### config.mk
export PLATFORM = sky130hd
export DESIGN_NAME = vag_addr_gen
export DESIGN_NICKNAME = d
export VERILOG_FILES = /design/src/rtl/vag_pkg.sv /design/src/rtl/vag_ctrl.sv /design/src/rtl/vag_addr_path.sv /design/src/rtl/vag_bank_track.sv /design/src/rtl/vag_addr_gen.sv
export SDC_FILE = /design/constraint.sdc
export NUM_CORES = 1
export LEC_CHECK = 0
export ABC_AREA = 1
export BUFFER_PORTS_ARGS = -buffer_cell sky130_fd_sc_hd__buf_2
export CORE_ASPECT_RATIO = 1.2
export CORE_UTILIZATION = 50
export DETAILED_ROUTE_END_ITERATION = 7
export GPL_TIMING_DRIVEN = 0
export PLACE_DENSITY = 0.77
export SKIP_CTS_REPAIR_TIMING = 1
export SYNTH_ARGS = -nofsm -noshare
export SYNTH_HDL_FRONTEND = slang
export SYNTH_HIERARCHICAL = 1
export SYNTH_SLANG_ARGS = --single-unit
### constraint.sdc
create_clock -name clk -period 3.9 [get_ports clk]
set_clock_uncertainty 0.1 [all_clocks]
set_input_delay 0.78 -clock clk [delete_from_list [all_inputs] [get_ports clk]]
set_output_delay 0.78 -clock clk [all_outputs]
set_load 0.005 [all_outputs]
### src/rtl/vag_pkg.sv
package vag_pkg;
  typedef enum logic [1:0] {
    AM_UNIT   = 2'd0,
    AM_STRIDE = 2'd1,
    AM_INDEX  = 2'd2,
    AM_RAMP   = 2'd3
  } amode_e;

  typedef enum logic [1:0] {
    PH_IDLE = 2'd0,
    PH_WARM = 2'd1,
    PH_RUN  = 2'd2
  } phase_e;
endpackage

### src/rtl/vag_ctrl.sv
// Sequencing: start-up wait, element counting, length cap.
module vag_ctrl
  import vag_pkg::*;
#(
  parameter int MAX_VL  = 64,
  parameter int VL_W    = 7,
  parameter int STARTUP = 12
) (
  input  logic            clk,
  input  logic            rst,
  input  logic            cmd_fire,
  input  logic            cmd_ramp,
  input  logic [VL_W-1:0] cmd_len,
  input  logic            adv,
  output logic            idle,
  output logic            run,
  output logic [VL_W-1:0] gen_idx,
  output logic            gen_last
);
  localparam int WC_W = $clog2(STARTUP + 1);
  localparam logic [VL_W-1:0] LEN_CAP   = VL_W'(MAX_VL);
  localparam logic [WC_W-1:0] WARM_INIT = WC_W'(STARTUP - 1);

  phase_e          phase;
  logic [WC_W-1:0] wcnt;
  logic [VL_W-1:0] len_q;
  logic [VL_W-1:0] len_eff;

  assign len_eff  = (cmd_len > LEN_CAP) ? LEN_CAP : cmd_len;
  assign idle     = (phase == PH_IDLE);
  assign run      = (phase == PH_RUN);
  assign gen_last = (gen_idx == len_q - VL_W'(1));

  always_ff @(posedge clk) begin
    if (rst) begin
      phase   <= PH_IDLE;
      wcnt    <= '0;
      len_q   <= '0;
      gen_idx <= '0;
    end else begin
      case (phase)
        PH_IDLE: begin
          if (cmd_fire) begin
            gen_idx <= '0;
            len_q   <= len_eff;
            wcnt    <= WARM_INIT;
            if (len_eff != '0) phase <= cmd_ramp ? PH_RUN : PH_WARM;
          end
        end
        PH_WARM: begin
          wcnt <= wcnt - WC_W'(1);
          if (wcnt <= WC_W'(1)) phase <= PH_RUN;
        end
        PH_RUN: begin
          if (adv) begin
            gen_idx <= gen_idx + VL_W'(1);
            if (gen_last) phase <= PH_IDLE;
          end
        end
        default: phase <= PH_IDLE;
      endcase
    end
  end
endmodule

### src/rtl/vag_addr_path.sv
// Address arithmetic: running accumulator for unit/strided/ramp, adder for indexed.
module vag_addr_path
  import vag_pkg::*;
#(
  parameter int ADDR_W     = 32,
  parameter int ELEM_BYTES = 8
) (
  input  logic              clk,
  input  logic              rst,
  input  logic              cmd_fire,
  input  logic [1:0]        cmd_mode,
  input  logic [ADDR_W-1:0] cmd_base,
  input  logic [ADDR_W-1:0] cmd_stride,
  input  logic              adv,
  input  logic [ADDR_W-1:0] idx_data,
  output logic [ADDR_W-1:0] cand_addr,
  output logic              mode_index,
  output logic              mode_ramp
);
  localparam logic [ADDR_W-1:0] UNIT_STEP = ADDR_W'(ELEM_BYTES);

  amode_e            mode_q;
  amode_e            mode_in;
  logic [ADDR_W-1:0] base_q;
  logic [ADDR_W-1:0] step_q;
  logic [ADDR_W-1:0] acc_q;

  assign mode_in    = amode_e'(cmd_mode);
  assign mode_index = (mode_q == AM_INDEX);
  assign mode_ramp  = (mode_q == AM_RAMP);
  assign cand_addr  = mode_index ? (base_q + idx_data) : acc_q;

  always_ff @(posedge clk) begin
    if (rst) begin
      mode_q <= AM_UNIT;
      base_q <= '0;
      step_q <= '0;
      acc_q  <= '0;
    end else if (cmd_fire) begin
      mode_q <= mode_in;
      base_q <= cmd_base;
      step_q <= (mode_in == AM_UNIT) ? UNIT_STEP : cmd_stride;
      acc_q  <= (mode_in == AM_RAMP) ? '0 : cmd_base;
    end else if (adv) begin
      acc_q  <= acc_q + step_q;
    end
  end
endmodule

### src/rtl/vag_bank_track.sv
// One busy countdown per interleaved bank.
module vag_bank_track #(
  parameter int NUM_BANKS = 16,
  parameter int LAT_W     = 4,
  parameter int BANK_W    = $clog2(NUM_BANKS)
) (
  input  logic              clk,
  input  logic              rst,
  input  logic              mark,
  input  logic [BANK_W-1:0] mark_bank,
  input  logic [LAT_W-1:0]  lat,
  input  logic [BANK_W-1:0] probe_bank,
  output logic              probe_busy
);
  logic [NUM_BANKS-1:0] busy_vec;
  logic [LAT_W-1:0]     reload;

  assign reload = (lat == '0) ? '0 : lat - LAT_W'(1);

  for (genvar b = 0; b < NUM_BANKS; b++) begin : g_bank
    logic [LAT_W-1:0] cnt;
    always_ff @(posedge clk) begin
      if (rst)                                        cnt <= '0;
      else if (mark && (mark_bank == BANK_W'(b)))     cnt <= reload;
      else if (cnt != '0)                             cnt <= cnt - LAT_W'(1);
    end
    assign busy_vec[b] = (cnt != '0);
  end

  assign probe_busy = busy_vec[probe_bank];
endmodule

### src/rtl/vag_addr_gen.sv
module vag_addr_gen
  import vag_pkg::*;
#(
  parameter int ADDR_W     = 32,
  parameter int MAX_VL     = 64,
  parameter int NUM_BANKS  = 16,
  parameter int ELEM_BYTES = 8,
  parameter int LAT_W      = 4,
  parameter int STARTUP    = 12,
  parameter int VL_W       = $clog2(MAX_VL + 1),
  parameter int BANK_W     = $clog2(NUM_BANKS)
) (
  input  logic              clk,
  input  logic              rst,
  input  logic              cmd_valid,
  output logic              cmd_ready,
  input  logic [1:0]        cmd_mode,
  input  logic [ADDR_W-1:0] cmd_base,
  input  logic [ADDR_W-1:0] cmd_stride,
  input  logic [VL_W-1:0]   cmd_len,
  input  logic [LAT_W-1:0]  cfg_busy_lat,
  input  logic              idx_valid,
  output logic              idx_ready,
  input  logic [ADDR_W-1:0] idx_data,
  output logic              out_valid,
  input  logic              out_ready,
  output logic [ADDR_W-1:0] out_addr,
  output logic [VL_W-1:0]   out_elem,
  output logic [BANK_W-1:0] out_bank,
  output logic              out_last,
  output logic              out_conflict
);
  localparam int BANK_LSB = $clog2(ELEM_BYTES);

  logic              cmd_fire, idle, run, gen_last, adv, room, fire;
  logic              cand_ok, mode_index, mode_ramp, bank_busy;
  logic [VL_W-1:0]   gen_idx;
  logic [ADDR_W-1:0] cand_addr;

  logic              hold_full, hold_chk, hold_last;
  logic [ADDR_W-1:0] hold_addr;
  logic [VL_W-1:0]   hold_elem;
  logic [BANK_W-1:0] hold_bank;

  assign cmd_ready = idle && !hold_full;
  assign cmd_fire  = cmd_valid && cmd_ready;

  vag_ctrl #(.MAX_VL(MAX_VL), .VL_W(VL_W), .STARTUP(STARTUP)) u_ctrl (
    .clk(clk), .rst(rst), .cmd_fire(cmd_fire),
    .cmd_ramp(amode_e'(cmd_mode) == AM_RAMP), .cmd_len(cmd_len), .adv(adv),
    .idle(idle), .run(run), .gen_idx(gen_idx), .gen_last(gen_last)
  );

  vag_addr_path #(.ADDR_W(ADDR_W), .ELEM_BYTES(ELEM_BYTES)) u_path (
    .clk(clk), .rst(rst), .cmd_fire(cmd_fire), .cmd_mode(cmd_mode),
    .cmd_base(cmd_base), .cmd_stride(cmd_stride), .adv(adv), .idx_data(idx_data),
    .cand_addr(cand_addr), .mode_index(mode_index), .mode_ramp(mode_ramp)
  );

  vag_bank_track #(.NUM_BANKS(NUM_BANKS), .LAT_W(LAT_W), .BANK_W(BANK_W)) u_banks (
    .clk(clk), .rst(rst), .mark(fire && hold_chk), .mark_bank(hold_bank),
    .lat(cfg_busy_lat), .probe_bank(hold_bank), .probe_busy(bank_busy)
  );

  assign out_conflict = hold_full && hold_chk && bank_busy;
  assign out_valid    = hold_full && !out_conflict;
  assign fire         = out_valid && out_ready;
  assign room         = !hold_full || fire;
  assign cand_ok      = run && (!mode_index || idx_valid);
  assign adv          = cand_ok && room;
  assign idx_ready    = run && mode_index && room;

  always_ff @(posedge clk) begin
    if (rst) begin
      hold_full <= 1'b0;
      hold_chk  <= 1'b0;
      hold_last <= 1'b0;
      hold_addr <= '0;
      hold_elem <= '0;
      hold_bank <= '0;
    end else if (adv) begin
      hold_full <= 1'b1;
      hold_chk  <= !mode_ramp;
      hold_last <= gen_last;
      hold_addr <= cand_addr;
      hold_elem <= gen_idx;
      hold_bank <= cand_addr[BANK_LSB +: BANK_W];
    end else if (fire) begin
      hold_full <= 1'b0;
    end
  end

  assign out_addr = hold_addr;
  assign out_elem = hold_elem;
  assign out_bank = hold_bank;
  assign out_last = hold_last;
endmodule

==> impl_results.md <==
* Status: complete, no violations
* Routed wire per std cell at ~16 µm
* Max_slew headroom at between 50% and 60%
* CTS root buffer: clkbuf_16
* Synth Instances at around 2,500
* DRT iter0 DRCs at 1,287
* Routability congestion estimate from global placement at ~0.99
* DR vias at ~17,000
* Peak VDD IR at between 0.3 and 0.4 mV
* R2R cell count at 15
* DRT Pass-1 Iters at 6
* Final hold vios at 0
* CTS H-tree lvls at 1
* Unrepaired setup endpoints after global routing: no
* EDFF count, synth at 0
* Critical Path RT at around 3000 ps
* Final setup fails at 0
* Post-DRT Antenna Nets at 0
* Reg-to-reg critical path endpoint: u_path/acc_q[27]$_SDFFE_PP0P_
* CP max FO at 9
* Share of layout cells above drive strength 1 at between 10 and 15%
* Max Clk Rate at roughly 270 MHz
* Die ar. at around 32,000 µm²
* Largest net degree at the start of global routing at 17
* Detailed-placement wirelength estimate at roughly 39,000 µm
* Clk slew on worst S/H paths at ~60 ps
* Ys async rst share at 0%
* Sequential cell area fraction in the yosys report at around 29%
* Chip width at approximately 160 µm
* Area Overhead vs Synth at 13.92%
* CP startpoint: out_addr[3]$_SDFFE_PP0P_
* Synth Warn # at 6
* Die H at 195.7 µm
* Syn Nets at 2,733
* DR DRC count at 0
* Count of cell types in the netlist at between 50 and 60
* Setup crit end: idx_ready
* Core ar. at approximately 31,000 µm²
* Yosys top cell area share at 28.69%
* Buffers on Ports at 161
* Crit path capture type: output pin
* Initial Util at 50.99%
* Critical R2R Launch: out_addr[3]$_SDFFE_PP0P_
* Max Slew Vio Count at 0
* MaxCap Viol Count at 0
* Routed WL at ~50,000 µm
* Core Rows at 70
* TritonCTS Buffers at 25
* Final setup TNS at 0 ps
* PwrDens at 751.1 nW/µm²
* Multi-input logic area at between 9000 and 10,000 µm²
* Top FF cell, synth: dfxtp_1
* CTS Sinks at roughly 220
* GR Overflow Total at 0
* Final core area utilization at 58.09%
* Count leader, synth: nand2_1
* Register area at between 4000 and 5000 µm²
* Final period utilization at between 90% and 100%
* Dominant cells by area after synthesis: dfxtp_1 (29%), nand2_1 (16%), inv_1 (7.9%)
* Hold Path Class: register to register
* Synthesized area at ~16,000 µm²
* Leakage Power at roughly 9 nW
* Crit path DAT at between 2000 and 3000 ps
* Synth cell count leaders: nand2_1 (666), inv_1 (328), nor2_1 (299), dfxtp_1 (224), a21oi_1 (201)
* Vias in the first global route at approximately 16,000
* DR vias/cell at about 5.4
* Nets at roughly 3,000
* R2R setup slack at between 200 and 300 ps
* Mean Syn Cell Area at around 6.2 µm²
* Setup CP Type: register to output pin
* Synth area leader: dfxtp_1
* # IOs at between 150 and 200
* Slew at the pin closest to its max-slew limit at around 630 ps
* CP Launch Type: register
* Fillers at between 3,000 and 4,000
* Clock Path Buffers at 3
* Tot GR Track Use at roughly 30%
* Initial antenna violation count at 1
* Clock Latency Late Sink at 550 ps
* Min Clock Period, post-route at 3769 ps
* TritonCTS clock tree: done
* Flop and latch count out of synthesis at 224
* First-pass GRT wire length at between 70,000 and 80,000 µm
[final cells by class]
class / count / area share [%]
clock buffers: 34 / 3.928
diodes: 5 / 0.07027
inverters: 334 / 7.041
clock inverters: 10 / 0.9065
plain buffers: 81 / 2.382
multi-input cells: 1880 / 53.17
flip-flops and latches: 224 / 25.19
repair buffers: 161 / 4.525
well taps: 396 / 2.783
[layer usage]
metal | up-vias | global-route usage, % | wire length (µm)
met5 | - | 0 | 0
met4 | 0 | 19.45 | 3230
met3 | 179 | 3.848 | 3163
met2 | 629 | 51.88 | 23050
met1 | 7708 | 35.13 | 19900
li1 | 8473 | - | -
[cells in the final DEF (no fill, tap or decap), types with 6 or more instances in the layout]
| master | instances |
|---|---|
| dfxtp_1 | 223 |
| nand3b_1 | 9 |
| nand2_1 | 666 |
| nand4_1 | 19 |
| nor2_1 | 299 |
| clkbuf_1 | 50 |
| or2_2 | 6 |
| nor3_1 | 31 |
| xnor2_1 | 12 |
| inv_1 | 328 |
| buf_4 | 9 |
| xor2_1 | 34 |
| o21ai_0 | 191 |
| a31oi_1 | 35 |
| ha_1 | 98 |
| nor2_2 | 24 |
| clkbuf_16 | 25 |
| nand3_1 | 185 |
| buf_6 | 9 |
| nand2_2 | 12 |
| a21oi_1 | 201 |
| buf_2 | 176 |
[worst min-delay path by stage]
stage,startpoint,endpoint,slack [ps],cells past startpoint
floorplan,u_path/base_q[9]$_SDFFE_PP0P_,u_path/base_q[9]$_SDFFE_PP0P_,340,2
global placement,out_addr[27]$_SDFFE_PP0P_,out_addr[27]$_SDFFE_PP0P_,360,2
detailed placement,u_path/base_q[19]$_SDFFE_PP0P_,u_path/base_q[19]$_SDFFE_PP0P_,370,2
CTS,cmd_stride[25],u_path/step_q[25]$_SDFFE_PP0P_,370,3
global route,cmd_stride[25],u_path/step_q[25]$_SDFFE_PP0P_,380,3
finish,u_path/base_q[27]$_SDFFE_PP0P_,u_path/base_q[27]$_SDFFE_PP0P_,380,2
[metrics by stage]
stage	cell area (µm²)	instances	power, mW	setup WS, ps	hold WS (ps)
3_5_place_dp	16930	3076	10.76	273.5	369.4
4_1_cts	17790	3120	13.30	37.62	367.6
3_3_place_gp	16930	3076	10.52	313.5	362.8
2_1_floorplan	15630	2519	8.766	1271	342.9
6_report	17810	3125	13.37	131.4	379.6
5_1_grt	17800	3121	14.44	23.63	384.3
[registers in the layout (all words and copies together) (netlist names)]
| signal | flops |
|---|---|
| u_ctrl/len_q | 7 |
| hold_full | 1 |
| u_path/mode_q | 2 |
| out_elem | 7 |
| out_last | 1 |
| out_addr | 32 |
| u_path/base_q | 32 |
| u_banks/g_bank.cnt | 64 |
| hold_chk | 1 |
| u_ctrl/wcnt | 4 |
| u_ctrl/gen_idx | 7 |
| u_path/acc_q | 32 |
| u_path/step_q | 32 |
| u_ctrl/phase | 2 |
[power breakdown]
group | internal [mW] | switching [mW]
combinational | 2.56 | 4.45
clock | 1.52 | 0.977
sequential | 3.12 | 0.750
total | 7.20 | 6.18
[cell families after synthesis]
group / share of synthesized area [%]
simple gates: 34.46
compound gates: 15.43
buf+inv: 10.73
flops: 28.69
fa+ha+maj: 8.101
xor+xnor: 2.578
[worst max-delay path: stages, from the launching register on]
cell and delay (ps):
dfxtp_2 460, buf_2 340, inv_1 290, nand4_1 190, nand3_1 130, nand3_1 120
nand3_1 70, nand2_1 200, nand2_2 100, a21oi_2 220, nor3_1 90, buf_2 130
Power figures use the tool's default switching activity.
